==> src/rtl/kwd_pkg.sv <==
package kwd_pkg;

  localparam logic [7:0]  OFS_KICK   = 8'h10;
  localparam logic [7:0]  OFS_ACTION = 8'h14;
  localparam logic [7:0]  OFS_MODE   = 8'h18;
  localparam logic [15:0] WR_KEY     = 16'h16AA;
  localparam logic [12:0] KICK_WORD  = 13'h14AF;
  localparam logic [1:0]  ACT_SYSRST = 2'b01;
  localparam int          TICK_W     = 6;

  typedef struct packed {
    logic [1:0] act;
    logic       en;
    logic [3:0] code;
  } kwd_cfg_t;

  // half-second ticks per timeout code
  function automatic logic [TICK_W-1:0] half_ticks(input logic [3:0] code);
    logic [TICK_W-1:0] n;
    if (code == 4'd0)       n = TICK_W'(1);
    else if (code <= 4'd6)  n = TICK_W'({code, 1'b0});
    else if (code <= 4'd11) n = TICK_W'(16 + 4 * (int'(code) - 7));
    else                    n = TICK_W'(32);
    return n;
  endfunction

endpackage

==> src/rtl/kwd_regs.sv <==
module kwd_regs #(
  parameter int ADDR_W = 8
) (
  input  logic                clk,
  input  logic                rst_n,
  input  logic                bus_sel,
  input  logic                bus_we,
  input  logic [ADDR_W-1:0]   bus_addr,
  input  logic [31:0]         bus_wdata,
  output logic [31:0]         bus_rdata,
  output kwd_pkg::kwd_cfg_t   cfg_q,
  output logic                reload_q
);
  import kwd_pkg::*;

  localparam logic [ADDR_W-1:0] A_KICK = ADDR_W'(OFS_KICK);
  localparam logic [ADDR_W-1:0] A_ACT  = ADDR_W'(OFS_ACTION);
  localparam logic [ADDR_W-1:0] A_MODE = ADDR_W'(OFS_MODE);

  kwd_cfg_t cfg_d;
  logic     reload_d;
  logic     key_ok, kick_hit, act_hit, mode_hit;
  logic     unused_wbits;

  assign unused_wbits = ^bus_wdata[15:13];

  always_comb begin
    key_ok   = (bus_wdata[31:16] == WR_KEY);
    kick_hit = bus_sel && bus_we && (bus_addr == A_KICK) && (bus_wdata[12:0] == KICK_WORD);
    act_hit  = bus_sel && bus_we && (bus_addr == A_ACT)  && key_ok;
    mode_hit = bus_sel && bus_we && (bus_addr == A_MODE) && key_ok;

    cfg_d = cfg_q;
    if (act_hit) cfg_d.act = bus_wdata[1:0];
    if (mode_hit) begin
      cfg_d.en   = bus_wdata[0];
      cfg_d.code = bus_wdata[7:4];
    end
    reload_d = kick_hit ||
               (mode_hit && ((bus_wdata[0] != cfg_q.en) || (bus_wdata[7:4] != cfg_q.code)));
  end

  always_comb begin
    bus_rdata = '0;
    if (bus_addr == A_ACT) begin
      bus_rdata[1:0] = cfg_q.act;
    end else if (bus_addr == A_MODE) begin
      bus_rdata[0]   = cfg_q.en;
      bus_rdata[7:4] = cfg_q.code;
    end
  end

  always_ff @(posedge clk or negedge rst_n) begin
    if (!rst_n) begin
      cfg_q    <= '0;
      reload_q <= 1'b0;
    end else begin
      cfg_q    <= cfg_d;
      reload_q <= reload_d;
    end
  end

endmodule

==> src/rtl/kwd_prescale.sv <==
module kwd_prescale #(
  parameter int HALF_TICK_CLKS = 12_000_000
) (
  input  logic clk,
  input  logic rst_n,
  input  logic clr,
  output logic tick
);
  localparam int CW = (HALF_TICK_CLKS > 2) ? $clog2(HALF_TICK_CLKS) : 1;
  localparam logic [CW-1:0] LAST = CW'(HALF_TICK_CLKS - 1);

  logic [CW-1:0] cnt_q, cnt_d;

  always_comb begin
    tick  = !clr && (cnt_q == LAST);
    cnt_d = cnt_q;
    if (clr || tick) cnt_d = '0;
    else             cnt_d = cnt_q + 1'b1;
  end

  always_ff @(posedge clk or negedge rst_n) begin
    if (!rst_n) cnt_q <= '0;
    else        cnt_q <= cnt_d;
  end

endmodule

==> src/rtl/kwd_countdown.sv <==
module kwd_countdown (
  input  logic       clk,
  input  logic       rst_n,
  input  logic       clr,
  input  logic       tick,
  input  logic [3:0] code,
  output logic       expire
);
  import kwd_pkg::*;

  logic [TICK_W-1:0] rem_q, rem_d, full;

  always_comb begin
    full   = half_ticks(code);
    expire = tick && !clr && (rem_q == TICK_W'(1));
    rem_d  = rem_q;
    if (clr || expire) rem_d = full;
    else if (tick)     rem_d = rem_q - 1'b1;
  end

  always_ff @(posedge clk or negedge rst_n) begin
    if (!rst_n) rem_q <= TICK_W'(1);
    else        rem_q <= rem_d;
  end

endmodule

==> src/rtl/kwd_rstgen.sv <==
module kwd_rstgen #(
  parameter int RST_CYCLES = 16
) (
  input  logic clk,
  input  logic rst_n,
  input  logic fire,
  output logic rst_out
);
  localparam int CW = $clog2(RST_CYCLES + 1);

  logic [CW-1:0] cnt_q, cnt_d;
  logic          out_d;

  always_comb begin
    out_d = 1'b0;
    cnt_d = '0;
    if (fire) begin
      out_d = 1'b1;
      cnt_d = CW'(RST_CYCLES - 1);
    end else if (cnt_q != '0) begin
      out_d = 1'b1;
      cnt_d = cnt_q - 1'b1;
    end
  end

  always_ff @(posedge clk or negedge rst_n) begin
    if (!rst_n) begin
      cnt_q   <= '0;
      rst_out <= 1'b0;
    end else begin
      cnt_q   <= cnt_d;
      rst_out <= out_d;
    end
  end

endmodule

==> src/rtl/keyed_wdog.sv <==
module keyed_wdog #(
  parameter int ADDR_W         = 8,
  parameter int HALF_TICK_CLKS = 12_000_000,
  parameter int RST_CYCLES     = 16
) (
  input  logic              clk,
  input  logic              rst_n,
  input  logic              bus_sel,
  input  logic              bus_we,
  input  logic [ADDR_W-1:0] bus_addr,
  input  logic [31:0]       bus_wdata,
  output logic [31:0]       bus_rdata,
  output logic              sys_rst_out
);
  import kwd_pkg::*;

  kwd_cfg_t cfg_q;
  logic     reload_q, clr, tick, expire, fire;

  kwd_regs #(.ADDR_W(ADDR_W)) u_regs (
    .clk(clk), .rst_n(rst_n), .bus_sel(bus_sel), .bus_we(bus_we),
    .bus_addr(bus_addr), .bus_wdata(bus_wdata), .bus_rdata(bus_rdata),
    .cfg_q(cfg_q), .reload_q(reload_q)
  );

  assign clr  = reload_q || !cfg_q.en;
  assign fire = expire && (cfg_q.act == ACT_SYSRST);

  kwd_prescale #(.HALF_TICK_CLKS(HALF_TICK_CLKS)) u_pre (
    .clk(clk), .rst_n(rst_n), .clr(clr), .tick(tick)
  );

  kwd_countdown u_cnt (
    .clk(clk), .rst_n(rst_n), .clr(clr), .tick(tick),
    .code(cfg_q.code), .expire(expire)
  );

  kwd_rstgen #(.RST_CYCLES(RST_CYCLES)) u_rst (
    .clk(clk), .rst_n(rst_n), .fire(fire), .rst_out(sys_rst_out)
  );

endmodule

==> config.mk <==
export PLATFORM = sky130hd
export DESIGN_NAME = keyed_wdog
export DESIGN_NICKNAME = d
export VERILOG_FILES = /design/src/rtl/kwd_pkg.sv /design/src/rtl/kwd_regs.sv /design/src/rtl/kwd_prescale.sv /design/src/rtl/kwd_countdown.sv /design/src/rtl/kwd_rstgen.sv /design/src/rtl/keyed_wdog.sv
export SDC_FILE = /design/constraint.sdc
export NUM_CORES = 1
export LEC_CHECK = 0
export BUFFER_PORTS_ARGS = -buffer_cell sky130_fd_sc_hd__buf_2
export CORE_MARGIN = 5
export CORE_UTILIZATION = 34
export DETAILED_ROUTE_END_ITERATION = 10
export GPL_TIMING_DRIVEN = 1
export SLEW_MARGIN = 20
export SYNTH_ARGS = -nofsm -noshare
export SYNTH_HDL_FRONTEND = slang
export SYNTH_SLANG_ARGS = --single-unit
==> constraint.sdc <==
create_clock -name clk -period 3.2 [get_ports clk]
set_input_delay 0.16 -clock clk [delete_from_list [all_inputs] [get_ports clk]]
set_output_delay 0.16 -clock clk [all_outputs]
set_load 0.05 [all_outputs]
---- Word-level counts from Yosys, hierarchy flattened ----
Index checks and enable logic that the tools add are counted.
operators by class
  $add $sub $neg .......................... 5
  order comparisons ....................... 2
  equality and inequality tests ........... 10
  muxes and demuxes ....................... 15
  reduce and logical (&&, ||, !) cells .... 22
operator list
  operator                                                        number
  2-to-1 mux 6 bit                                                5
  adder 24 x 1 -> 24 bit, second input constant                   1
  == test 24 bit, second input constant                           1
  == test 8 x 5 -> 1 bit, second input constant                   3
  2-to-1 mux 24 bit                                               1
  == test 16 x 13 -> 1 bit, second input constant                 1
  == test 13 bit, second input constant                           1
  logical AND 1 bit                                               12
  2-to-1 mux 5 bit                                                2
  2-to-1 mux 4 bit                                                2
  adder 6 bit, first input constant                               1
  == test 6 x 1 -> 1 bit, second input constant                   1
  subtractor 6 x 1 -> 6 bit, second input constant                1
  logical OR 1 bit                                                5
  2-to-1 mux 1 bit                                                5
  nonzero test 5 bit                                              1
  subtractor 5 x 1 -> 5 bit, second input constant                1
  less-or-equal comparator 4 x 3 -> 1 bit, second input constant  1
  less-or-equal comparator 4 bit, second input constant           1
  logical NOT 4 bit                                               1
  inequality test 4 bit                                           1
  subtractor 4 x 3 -> 4 bit, second input constant                1
  == test 2 x 1 -> 1 bit, second input constant                   1
  logical NOT 1 bit                                               2
  2 further kinds                                                 2
storage, ports and cells
  bits in registers ....................... 44
  bits of input ports ..................... 44
  word-level logic and storage cells ...... 62

---- Longest topological paths before layout ----
  word-level depth ........................ 8
  mapped depth ............................ 7

---- By module ----
Synthesis repeated with hierarchy kept, for this count alone.
unflattened totals
  cells, all modules ...................... 296
  area total of the unflattened synthesis .. 2,835.2 µm²
by module, submodules not included
  module         instances  cells an instance  area an instance (µm²)  sequential area each (µm²)
  kwd_prescale   1          128                1,244.9                 600.6
  kwd_regs       1          81                 759.5                   200.2
  kwd_countdown  1          64                 560.5                   151.4
  kwd_rstgen     1          21                 255.2                   150.1
  keyed_wdog     1          2                  15.0                    0.0

---- Worst setup path after synthesis ----
No wires, ideal clock.
  path kind ............................... register -> register
  from .................................... reg u_pre.cnt_q[10]
  to ...................................... reg u_cnt.rem_q[2]
  setup time .............................. 91 ps
  data arrival time ....................... 2,368 ps
  path slack .............................. 741 ps
  cell stages (with the launch flop) ...... 7
  period minus slack after synthesis ...... 2,459 ps
  cell sequence ........................... dfrtp_1 > or4_1 > or4_4 > or2_0 > buf_2 > or4_1 > o221ai_1
between the ends
  cells in the longest elaborated chain, start to end .. 6
  elaborated cells on any way between the ends .. 7
  classes of those cells .................. eq/ne (1); mux (1); reduce/logical (5)
RTL lines
  element                                                 RTL line             source
  from (decl)                                             kwd_prescale.sv:12   logic [CW-1:0] cnt_q, cnt_d;
  from (signal assigned)                                  kwd_prescale.sv:23   else cnt_q <= cnt_d;
  == test 24 bit *                                        kwd_prescale.sv:15   tick = !clr && (cnt_q == LAST);
  logical AND 1 bit *                                     kwd_prescale.sv:15
  logical AND 1 bit (2 in a row)                          kwd_countdown.sv:15  expire = tick && !clr && (rem_q == TICK_W'(1));
  logical OR 1 bit                                        kwd_countdown.sv:17  if (clr || expire) rem_d = full;
  2-to-1 mux 6 bit or nonzero test 2 bit (tied branches)  --
  to (signal assigned)                                    kwd_countdown.sv:23  else rem_q <= rem_d;
  to (decl)                                               kwd_countdown.sv:11  logic [TICK_W-1:0] rem_q, rem_d, full;
Every way passes the cells marked *; elsewhere a longest branch is shown, timed or not.
A chain may end at the register's enable or synchronous reset.

---- Final worst setup path ----
Ends and elaborated chain as after synthesis.

==> impl_metrics.env <==
export IMPL_syn_avg_cell_area_sq_um=9.09
export IMPL_antenna_violations_before_repair=0
export IMPL_detailedRoute_firstPassIterationCount=4
export IMPL_whs_path_depth=2
export IMPL_postSynth_topFlopCell="dfrtp_1"
export IMPL_critical_path_arrival_ps=2860
export IMPL_floorplan_die_area_sq_um=9850
export IMPL_io_pins=77
export IMPL_grt_max_degree=45
export IMPL_cts_max_level=2
export IMPL_ctsLongestPathBuffers=2
export IMPL_drive_above_1_share_pct=19.5
export IMPL_antenna_cells=0
export IMPL_design_final_nets=399
export IMPL_timing_clock_skew_ps=9.49
export IMPL_initial_core_util_pct=35.1
export IMPL_grt_pass1_wl_um=9730
export IMPL_fraction_of_synthesis_flops_using_an_asynchronous_set_or_reset_pin_pct=100
export IMPL_post_route_min_period_ps=2660
export IMPL_setup_worst_path_end_class="flop"
export IMPL_post_synth_and_or_nand_nor_area_fraction_pct=26.8
export IMPL_run_status="complete, no violations"
export IMPL_drt_vias_per_instance=4.76
export IMPL_core_sq_um=7730
export IMPL_max_slew_worst_pin_slew_ps=779
export IMPL_detailroute_via_count=2142
export IMPL_clock_sink_count=44
export IMPL_post_synth_inst_count=298
export IMPL_timing_slew_headroom_pct=47.7
export IMPL_setup_tns_final_ps=0
export IMPL_routabilityCongestion=0.795
export IMPL_dpl_hpwl_um=4230
export IMPL_power_per_cell_area_nw_per_um2=330
export IMPL_synth_seq_cells=44
export IMPL_yosys_top_cells_area="dfrtp_1 40%, buf_4 7.2%, xor2_1 6.1%"
export IMPL_synthesized_area_sq_um=2710
export IMPL_rr_startpoint="u_pre.cnt_q[10]"
export IMPL_design_power_total_mw=1.01
export IMPL_routed_wirelength_um=5610
export IMPL_post_synth_fa_ha_maj_area_fraction_pct=3.23
export IMPL_timing_fmax_ghz=0.376
export IMPL_max_cap_viol_count=0
export IMPL_maximum_net_fanout_on_the_critical_path=7
export IMPL_synth_enable_flop_cells=0
export IMPL_hold_ws_ps=125
export IMPL_ant_nets=0
export IMPL_setup_worst_path_start="u_pre.cnt_q[10]"
export IMPL_holdCritPathClass="in2reg"
export IMPL_r2r_end="u_cnt.rem_q[2]"
export IMPL_synth_yosys_seq_area_share_pct=40.7
export IMPL_hold_path_startpoint="bus_wdata[1]"
export IMPL_cts_repair_resize_count=0
export IMPL_report_final_slew_viol_count=0
export IMPL_synth_cell_types=47
export IMPL_post_cts_setup_buffer_count=0
export IMPL_clkLatencyLatePin_ps=300
export IMPL_worst_ir_drop_vdd_mv=0.122
export IMPL_cp_required_ps=3400
export IMPL_port_buffer_count=47
export IMPL_commonest_non_fill_non_tap_cell_in_the_layout="buf_2"
export IMPL_first_global_vias=2204
export IMPL_total_of_hold_buffers_inserted_after_clock_tree_synthesis=0
export IMPL_timing_final_hold_violations=0
export IMPL_cts_buffers=5
export IMPL_final_period_utilization_pct=83.2
export IMPL_yosys_mux_area_fraction_pct=2.91
export IMPL_grt_total_usage_pct=11.9
export IMPL_layout_area_overhead_vs_synth_pct=12.9
export IMPL_cts_tree="done"
export IMPL_overflow=0
export IMPL_synth_xor_area_share_pct=9.38
export IMPL_rsz0062_at_grt="false"
export IMPL_route_detailed_drc=0
export IMPL_setup_worst_path_class="reg2reg"
export IMPL_place_area_sq_um=2970
export IMPL_setup_viol=0
export IMPL_main_combinational_cell_family_by_area_after_synthesis="simple AND/OR/NAND/NOR gates"
export IMPL_route_detailed_wl_per_inst_um=12.5
export IMPL_postLayoutCellArea_sq_um=3060
export IMPL_chipWidth_um=99.3
export IMPL_synth_compound_area_share_pct=6.97
export IMPL_cts_root_buffer="clkbuf_8"
export IMPL_crit_path_start_kind="flop"
export IMPL_hold_end="u_regs.cfg_q[6]"
export IMPL_number_of_synthesis_warnings=0
export IMPL_layout_common_cells="46 x buf_2, 43 x dfrtp_1, 40 x nor2_1"
export IMPL_fp_row_count=32
export IMPL_dr_first_iter_drc_count=84
export IMPL_die_height_um=99.3
export IMPL_synth_top_cell_area_share_pct=39.7
export IMPL_worstRegToRegCells=5
export IMPL_r2r_setup_slack_ps=540
export IMPL_netlist_top_cell_by_area="dfrtp_1"
export IMPL_path_clk_slew_ps=90
export IMPL_total_leakage_power_nw=1.39
-- metal layers --
| metal | track usage (%) | vias up | share of wire [%] |
|---|---|---|---|
| met5 | 0 | - | 0 |
| met4 | 3.15 | 0 | 0.77 |
| met3 | 3.44 | 4 | 7.7 |
| met2 | 19.6 | 76 | 44 |
| met1 | 15.3 | 980 | 47 |
| li1 | - | 1082 | - |
-- state kept, by name (all words and copies together) (netlist names) --
register / flops
u_cnt.rem_q: 6
u_pre.cnt_q: 24
u_regs.cfg_q: 7
u_regs.reload_q: 1
u_rst.cnt_q: 5
u_rst.rst_out: 1
-- power breakdown --
| group | internal (mW) | switching, mW |
|---|---|---|
| logic | 0.0239 | 0.0927 |
| clock network | 0.148 | 0.189 |
| registers | 0.555 | 0.000000274 |
| total | 0.727 | 0.282 |
-- synthesized netlist by cell type (3+ instances only) --
cell       n
dfrtp_1   43
nor2_1    40
buf_4     26
nand2_1   20
xor2_1    19
inv_1     12
nand3_1   11
nand4_1   10
xnor2_1   10
nor3_1     9
nor4_1     8
o21ai_0    8
ha_1       7
mux2_2     7
a21oi_1    6
and3_1     6
clkbuf_1   6
nor4b_1    6
nand2b_1   5
nand4b_1   3
nor2b_1    3
-- critical path, cell delays in order (launching register included) --
cell,delay (ps)
dfrtp_1,450
or4_1,560
or4_4,560
or2_0,350
or4_1,560
o221ai_1,80
-- metrics by stage --
stage | std cells | utilization (%) | setup WS, ps
4_1_cts | 449 | 39.4 | 530
5_1_grt | 450 | 39.6 | 434
3_5_place_dp | 442 | 38.4 | 566
6_report | 450 | 39.6 | 538
3_3_place_gp | 442 | 38.4 | 615
2_1_floorplan | 323 | - | 741
-- how the worst max path moves through the flow --
stage / endpoint / slack (ps) / cells past startpoint
floorplan: u_cnt.rem_q[2] / 740 / 6
global placement: u_cnt.rem_q[2] / 620 / 5
detailed placement: u_cnt.rem_q[2] / 570 / 5
CTS: u_cnt.rem_q[2] / 530 / 5
global route: u_rst.cnt_q[4] / 430 / 5
finish: u_cnt.rem_q[2] / 540 / 5
-- kinds of logic after synthesis --
group | after synthesis
adder cells (fa/ha/maj) | 7
other | 1
XOR/XNOR | 29
AND/OR/NAND/NOR | 136
multiplexers | 7
flip-flops | 44
buffers and inverters | 45
AO/OA/AOI/OAI | 29
-- cell type report --
class / count / area (sq um)
fillers: 787 / 4670
multi-input cells: 234 / 1430
flip-flops and latches: 44 / 1100
repair buffers: 51 / 270
well taps: 102 / 128
clock buffers: 5 / 68.8
inverters: 12 / 45.0
clock inverters: 2 / 12.5
No activity file was read; power rests on OpenSTA's default activity.
